<file path="src/rtl/pdn_filt_pkg.sv">
package pdn_filt_pkg;

  typedef enum logic [1:0] {
    PF_OFF,
    PF_TIMED,
    PF_NOW
  } pf_kind_e;

  typedef enum logic [1:0] {
    ST_IDLE,
    ST_COUNT,
    ST_HELD
  } pf_state_e;

  function automatic pf_kind_e pf_kind(input logic [2:0] code);
    if (code[2])              return PF_NOW;
    else if (code[1:0] == 2'b00) return PF_OFF;
    else                      return PF_TIMED;
  endfunction

endpackage

</file>
<file path="src/rtl/pdn_sec_base.sv">
module pdn_sec_base #(
  parameter int CLKS_PER_SEC = 10,
  parameter bit EXT_TICK     = 1'b0
) (
  input  logic clk,
  input  logic rst_n,
  input  logic run_i,
  input  logic ext_tick_i,
  output logic sec_tick_o
);

  localparam int PW = (CLKS_PER_SEC > 1) ? $clog2(CLKS_PER_SEC) : 1;

  generate
    if (EXT_TICK) begin : g_ext
      logic tick_q;
      always_ff @(posedge clk or negedge rst_n) begin
        if (!rst_n) tick_q <= 1'b0;
        else        tick_q <= ext_tick_i;
      end
      assign sec_tick_o = run_i && tick_q;
    end else begin : g_presc
      logic [PW-1:0] presc_q;
      logic          wrap;
      logic          unused_ext;
      assign unused_ext = ext_tick_i;
      assign wrap       = (presc_q == PW'(CLKS_PER_SEC - 1));
      always_ff @(posedge clk or negedge rst_n) begin
        if (!rst_n)      presc_q <= '0;
        else if (!run_i) presc_q <= '0;
        else if (wrap)   presc_q <= '0;
        else             presc_q <= presc_q + 1'b1;
      end
      assign sec_tick_o = run_i && wrap;
    end
  endgenerate

endmodule

</file>
<file path="src/rtl/pdn_window_ctl.sv">
module pdn_window_ctl
  import pdn_filt_pkg::*;
#(
  parameter int DLY_A = 4,
  parameter int DLY_B = 129,
  parameter int DLY_C = 518
) (
  input  logic       clk,
  input  logic       rst_n,
  input  logic       req_i,
  input  logic [2:0] code_i,
  input  logic       sec_tick_i,
  output logic       run_o,
  output logic       counting_o,
  output logic       fire_o
);

  localparam int SW = $clog2(DLY_C + 1);

  pf_state_e     state_q, state_d;
  logic [2:0]    code_q;
  logic [SW-1:0] sec_q;
  logic [SW-1:0] tgt;
  logic          restart;
  logic          load;
  pf_kind_e      kind;

  assign kind = pf_kind(code_i);

  always_comb begin
    case (code_i[1:0])
      2'b01:   tgt = SW'(DLY_A);
      2'b10:   tgt = SW'(DLY_B);
      2'b11:   tgt = SW'(DLY_C);
      default: tgt = SW'(1);
    endcase
  end

  assign restart = (state_q == ST_IDLE) ||
                   ((state_q == ST_COUNT) && (code_i != code_q));

  always_comb begin
    state_d = state_q;
    fire_o  = 1'b0;
    load    = 1'b0;
    if (restart) begin
      if (req_i && kind == PF_NOW) begin
        fire_o  = 1'b1;
        state_d = ST_HELD;
      end else if (req_i && kind == PF_TIMED) begin
        load    = 1'b1;
        state_d = ST_COUNT;
      end else begin
        state_d = ST_IDLE;
      end
    end else begin
      case (state_q)
        ST_COUNT: begin
          if (!req_i) begin
            state_d = ST_IDLE;
          end else if (sec_tick_i && sec_q == tgt - 1'b1) begin
            fire_o  = 1'b1;
            state_d = ST_HELD;
          end
        end
        ST_HELD: if (!req_i) state_d = ST_IDLE;
        default: state_d = ST_IDLE;
      endcase
    end
  end

  always_ff @(posedge clk or negedge rst_n) begin
    if (!rst_n) begin
      state_q <= ST_IDLE;
      code_q  <= 3'b000;
      sec_q   <= '0;
    end else begin
      state_q <= state_d;
      if (load) begin
        code_q <= code_i;
        sec_q  <= '0;
      end else if (state_q == ST_COUNT && sec_tick_i) begin
        sec_q <= sec_q + 1'b1;
      end
    end
  end

  assign counting_o = (state_q == ST_COUNT);
  assign run_o      = (state_q == ST_COUNT) && !restart && req_i;

endmodule

</file>
<file path="src/rtl/pdn_irq_latch.sv">
module pdn_irq_latch (
  input  logic clk,
  input  logic rst_n,
  input  logic set_i,
  input  logic clr_i,
  output logic irq_o
);

  always_ff @(posedge clk or negedge rst_n) begin
    if (!rst_n)     irq_o <= 1'b0;
    else if (set_i) irq_o <= 1'b1;
    else if (clr_i) irq_o <= 1'b0;
  end

endmodule

</file>
<file path="src/rtl/pdn_req_filter.sv">
module pdn_req_filter #(
  parameter int CLKS_PER_SEC = 33_000_000,
  parameter bit EXT_TICK     = 1'b0,
  parameter int DLY_A        = 4,
  parameter int DLY_B        = 129,
  parameter int DLY_C        = 518
) (
  input  logic       clk,
  input  logic       rst_n,
  input  logic       pd_req_i,
  input  logic [2:0] filt_code_i,
  input  logic       sec_tick_i,
  input  logic       irq_clr_i,
  output logic       irq_o,
  output logic       busy_o
);

  logic run;
  logic sec_tick;
  logic fire;

  pdn_sec_base #(
    .CLKS_PER_SEC(CLKS_PER_SEC),
    .EXT_TICK    (EXT_TICK)
  ) u_base (
    .clk       (clk),
    .rst_n     (rst_n),
    .run_i     (run),
    .ext_tick_i(sec_tick_i),
    .sec_tick_o(sec_tick)
  );

  pdn_window_ctl #(
    .DLY_A(DLY_A),
    .DLY_B(DLY_B),
    .DLY_C(DLY_C)
  ) u_ctl (
    .clk       (clk),
    .rst_n     (rst_n),
    .req_i     (pd_req_i),
    .code_i    (filt_code_i),
    .sec_tick_i(sec_tick),
    .run_o     (run),
    .counting_o(busy_o),
    .fire_o    (fire)
  );

  pdn_irq_latch u_irq (
    .clk  (clk),
    .rst_n(rst_n),
    .set_i(fire),
    .clr_i(irq_clr_i),
    .irq_o(irq_o)
  );

endmodule

</file>
<file path="config.mk">
export PLATFORM = sky130hd
export DESIGN_NAME = pdn_req_filter
export DESIGN_NICKNAME = d
export VERILOG_FILES = /design/src/rtl/pdn_filt_pkg.sv /design/src/rtl/pdn_sec_base.sv /design/src/rtl/pdn_window_ctl.sv /design/src/rtl/pdn_irq_latch.sv /design/src/rtl/pdn_req_filter.sv
export SDC_FILE = /design/constraint.sdc
export NUM_CORES = 1
export LEC_CHECK = 0
export CORE_MARGIN = 1.5
export CORE_UTILIZATION = 45
export CTS_CLUSTER_DIAMETER = 40
export DETAILED_ROUTE_END_ITERATION = 7
export MAX_ROUTING_LAYER = met4
export PLACE_DENSITY = 0.64
export SLEW_MARGIN = 20
export SYNTH_ARGS = -nofsm -noshare
export SYNTH_HDL_FRONTEND = slang
export SYNTH_HIERARCHICAL = 1
export SYNTH_SLANG_ARGS = --single-unit
</file>
<file path="constraint.sdc">
create_clock -name clk -period 5.85 [get_ports clk]
set_input_delay 0.585 -clock clk [delete_from_list [all_inputs] [get_ports clk]]
set_output_delay 0.585 -clock clk [all_outputs]
set_load 0.01 [all_outputs]
</file>
==> results.md <==
* Status: finished clean
* Final instance area at 2437 um2
* Leakage power at 0.9728 nW
* Share of layout cells above drive strength 1 at 0.08225
* Synthesis-stage register bit count at 41
* Clock Sinks at 41
* Dpl cell area at 2322 um2
* Final hold slack at 0.4038 ns
* Final setup viols at 0
* Routed via count at 1630
* Placement Rows at 25
* Critical path class: in -> reg
* R2r startpoint: u_base/g_presc.presc_q[0]
* HP Class: in -> async
* Multi-input gate area at 1111 um2
* First-pass GRT wire length at 7.417 mm
* Synth Instances at 223
* Vias/cell at 5.470
* Synth cell types at 40
* Crit share post-route at 0.4990
* Hpwl dp at 2.836 mm
* Switching Share at 0.2239
* Seq pwr share at 0.527
* Seq/Total Area, Yosys at 0.4612
* DRC at 0
* Die Span Y at 73.31 um
* Mean post-synth cell area at 9.976 um2
* DP Cell Count at 290
* RSZ-0062 raised after global routing: false
* Skew-Pair Late Insertion Delay at 0.30 ns
* Endpoint class of the critical path: flop
* Post-CTS sizing at 0
* GP Congestion at 0.7608
* FF+latch area at 1026 um2
* All-Layer GR Usage at 0.1857
* CTS Buf Count at 5
* Clock group share of total power at 0.416
* Final core occ at 0.5126
* Initial core utilization at 0.4679
* Routed WL at 4.176 mm
* Number of fill cells in the layout at 445
* Post-Syn Area at 2225 um2
* Drt initial violations at 119
* Ports at 10
* Synth-to-Final Area Change at 9.561%
* Comb power frac at 0.056
* ANT nets after route at 0
* Power Density at 227.3 nW/um2
* CP arrival at 3.17 ns
* Die X at 73.31 um
* ANT cells at 0
* Global route overflow at 0
* Worst r2r dst: u_irq/irq_o
* H-tree depth at 2
* Pre-antenna DRT Iters at 4
* Worst slew pin tran at 0.9001 ns
* TNS Setup at 0 ns
* Antenna violations before repair at 0
* Fin. Hold Viols at 0
* Slew Viols, Final at 0
* CTS root buffer: clkbuf_8
* Synth async-reset ratio at 1.000
* Worst-path clk slew at 0.09 ns
* Fin nets at 240
* Core Area at 4755 um2
* Non-filler instance count after layout at 298
* Final Critical Period at 2.919 ns
* Pin count of the biggest net entering global routing at 42
* CP startpoint kind: primary input
* Clock tree buffer depth at 2
* Post-synth EDFFs at 0
* FF-to-FF path depth at 10
* Clock tree from TritonCTS: built
* Int Pwr at 0.4300 mW
* Vias in the first global route at 1615
* Sw power at 0.1240 mW
* I/O Buffers at 8
* VDD IR max at 160.9 uV
* CTS Hold Bufs at 0
* Slew margin rel. at 0.3999
* Syn. warnings at 6
* Required @ worst endpoint at 6.10 ns
* Clock skew at 0.01198 ns
* Max Freq at 342.6 MHz
* Die footprint at 5374 um2
* WL/cell at 14.01 um
* Synth Flop Type: dfrtp_1
* Post-CTS Setup Bufs at 0
* CP max FO at 8
* Syn_nets at 233
* Max Cap Violations at 0
* Reg-to-reg setup timing slack at 3.06 ns
-- synth_stat cells, types with 2 or more instances --
master | number | area share
nor3_1 | 2 | 0.0045
nor4_1 | 4 | 0.011
buf_2 | 4 | 0.0090
nand3b_1 | 3 | 0.010
nand3_1 | 10 | 0.022
and2_1 | 5 | 0.014
a21oi_1 | 9 | 0.020
nor2_1 | 29 | 0.049
nand2_1 | 8 | 0.013
and3_1 | 5 | 0.014
buf_6 | 3 | 0.015
xnor2_1 | 10 | 0.039
mux2_2 | 2 | 0.010
o31ai_1 | 3 | 0.010
ha_1 | 2 | 0.011
or3_1 | 7 | 0.020
and4_1 | 7 | 0.028
nor2b_1 | 3 | 0.0084
xor2_1 | 16 | 0.063
nand3_2 | 2 | 0.0090
nand4_1 | 15 | 0.042
buf_4 | 2 | 0.0067
o21ai_0 | 9 | 0.020
or4_1 | 3 | 0.010
dfrtp_1 | 41 | 0.46
inv_1 | 5 | 0.0084
-- area by class of cell --
type	count	area share
Multi-Input combinational cell	168	0.4559
Sequential cell	41	0.4209
Tap cell	67	0.03439
Timing Repair Buffer	9	0.03388
Clock buffer	5	0.02823
Clock inverter	3	0.01899
Inverter	5	0.007700
-- metrics by stage --
| step | power [mW] | setup slack, ns |
|---|---|---|
| 2_1_floorplan | 0.3142 | 3.385 |
| 3_3_place_gp | 0.3289 | 2.675 |
| 3_5_place_dp | 0.3295 | 2.632 |
| 4_1_cts | 0.5616 | 2.935 |
| 5_1_grt | 0.5834 | 2.745 |
| 6_report | 0.5540 | 2.931 |
-- logic make-up (layout without fill, tap and decap cells) --
| family | after synthesis | in the layout | share of synthesized area |
|---|---|---|---|
| and+or+nand+nor | 109 | 109 | 0.2851 |
| adders and majority gates | 2 | 2 | 0.01125 |
| AOI/OAI and AO/OA | 28 | 28 | 0.08605 |
| buffers and inverters | 14 | 22 | 0.03937 |
| xor gates and xnor gates | 26 | 26 | 0.1024 |
| DFF | 41 | 41 | 0.4612 |
| muxes | 3 | 3 | 0.01462 |
-- per-layer routing --
metal	wire length (um)	global-route usage	vias up	part of all wire
met5	0	-	-	0
li1	-	-	815	-
met2	2031	0.3000	25	0.49
met3	125	0.04938	4	0.030
met1	1965	0.2289	786	0.47
met4	54	0.05556	0	0.013
-- cells in the final DEF, fill, tap and decap left out, types with 2 or more instances in the layout --
| master | count |
|---|---|
| nor3_1 | 2 |
| and2_1 | 5 |
| or3_1 | 7 |
| o31ai_1 | 3 |
| and4_1 | 7 |
| xor2_1 | 16 |
| nand3_2 | 2 |
| nand3b_1 | 3 |
| dfrtp_1 | 41 |
| o21ai_0 | 9 |
| nor2b_1 | 3 |
| ha_1 | 2 |
| xnor2_1 | 10 |
| clkdlybuf4s50_1 | 7 |
| clkbuf_8 | 5 |
| nor2_1 | 29 |
| mux2_2 | 2 |
| inv_1 | 5 |
| nand2_1 | 8 |
| nand3_1 | 10 |
| a21oi_1 | 9 |
| or4_1 | 3 |
| nor4_1 | 4 |
| nand4_1 | 15 |
| and3_1 | 5 |
-- power groups by stage --
| stage | Combinational (mW) | Sequential [mW] | Clock (mW) |
|---|---|---|---|
| final | 0.0311 | 0.292 | 0.231 |
| after global routing | 0.0358 | 0.293 | 0.255 |
| after CTS | 0.0318 | 0.292 | 0.238 |
| after detailed placement | 0.0318 | 0.298 | 0 |
| after global placement | 0.0312 | 0.298 | 0 |
| after floorplan | 0.0168 | 0.297 | 0 |
-- worst max-delay path: stages --
cell and delay (ns):
clkdlybuf4s50_1 0.54, xnor2_1 0.29, and4_1 0.24, and2_1 0.20
and2_1 0.21, or4b_1 0.46, nor3_2 0.23, nand3_1 0.11
o21ai_0 0.20, a21o_1 0.11
-- registers in the layout (all words and copies together), names as in the netlist --
register and flops:
u_base/g_presc.presc_q 25, u_ctl/sec_q 10, u_ctl/code_q 3, u_ctl/state_q 2, u_irq/irq_o 1
-- how the worst max path moves through the flow --
| stage | start | end | slack (ns) | depth (start not counted) |
|---|---|---|---|---|
| 2_1_floorplan | filt_code_i[0] | u_ctl/state_q[0] | 3.39 | 9 |
| 3_3_place_gp | filt_code_i[0] | u_irq/irq_o | 2.68 | 10 |
| 3_5_place_dp | filt_code_i[0] | u_irq/irq_o | 2.63 | 10 |
| 4_1_cts | filt_code_i[0] | u_irq/irq_o | 2.93 | 10 |
| 5_1_grt | filt_code_i[1] | u_irq/irq_o | 2.74 | 10 |
| 6_report | filt_code_i[0] | u_irq/irq_o | 2.93 | 10 |
Note: power is estimated with default switching activity, not from simulation.
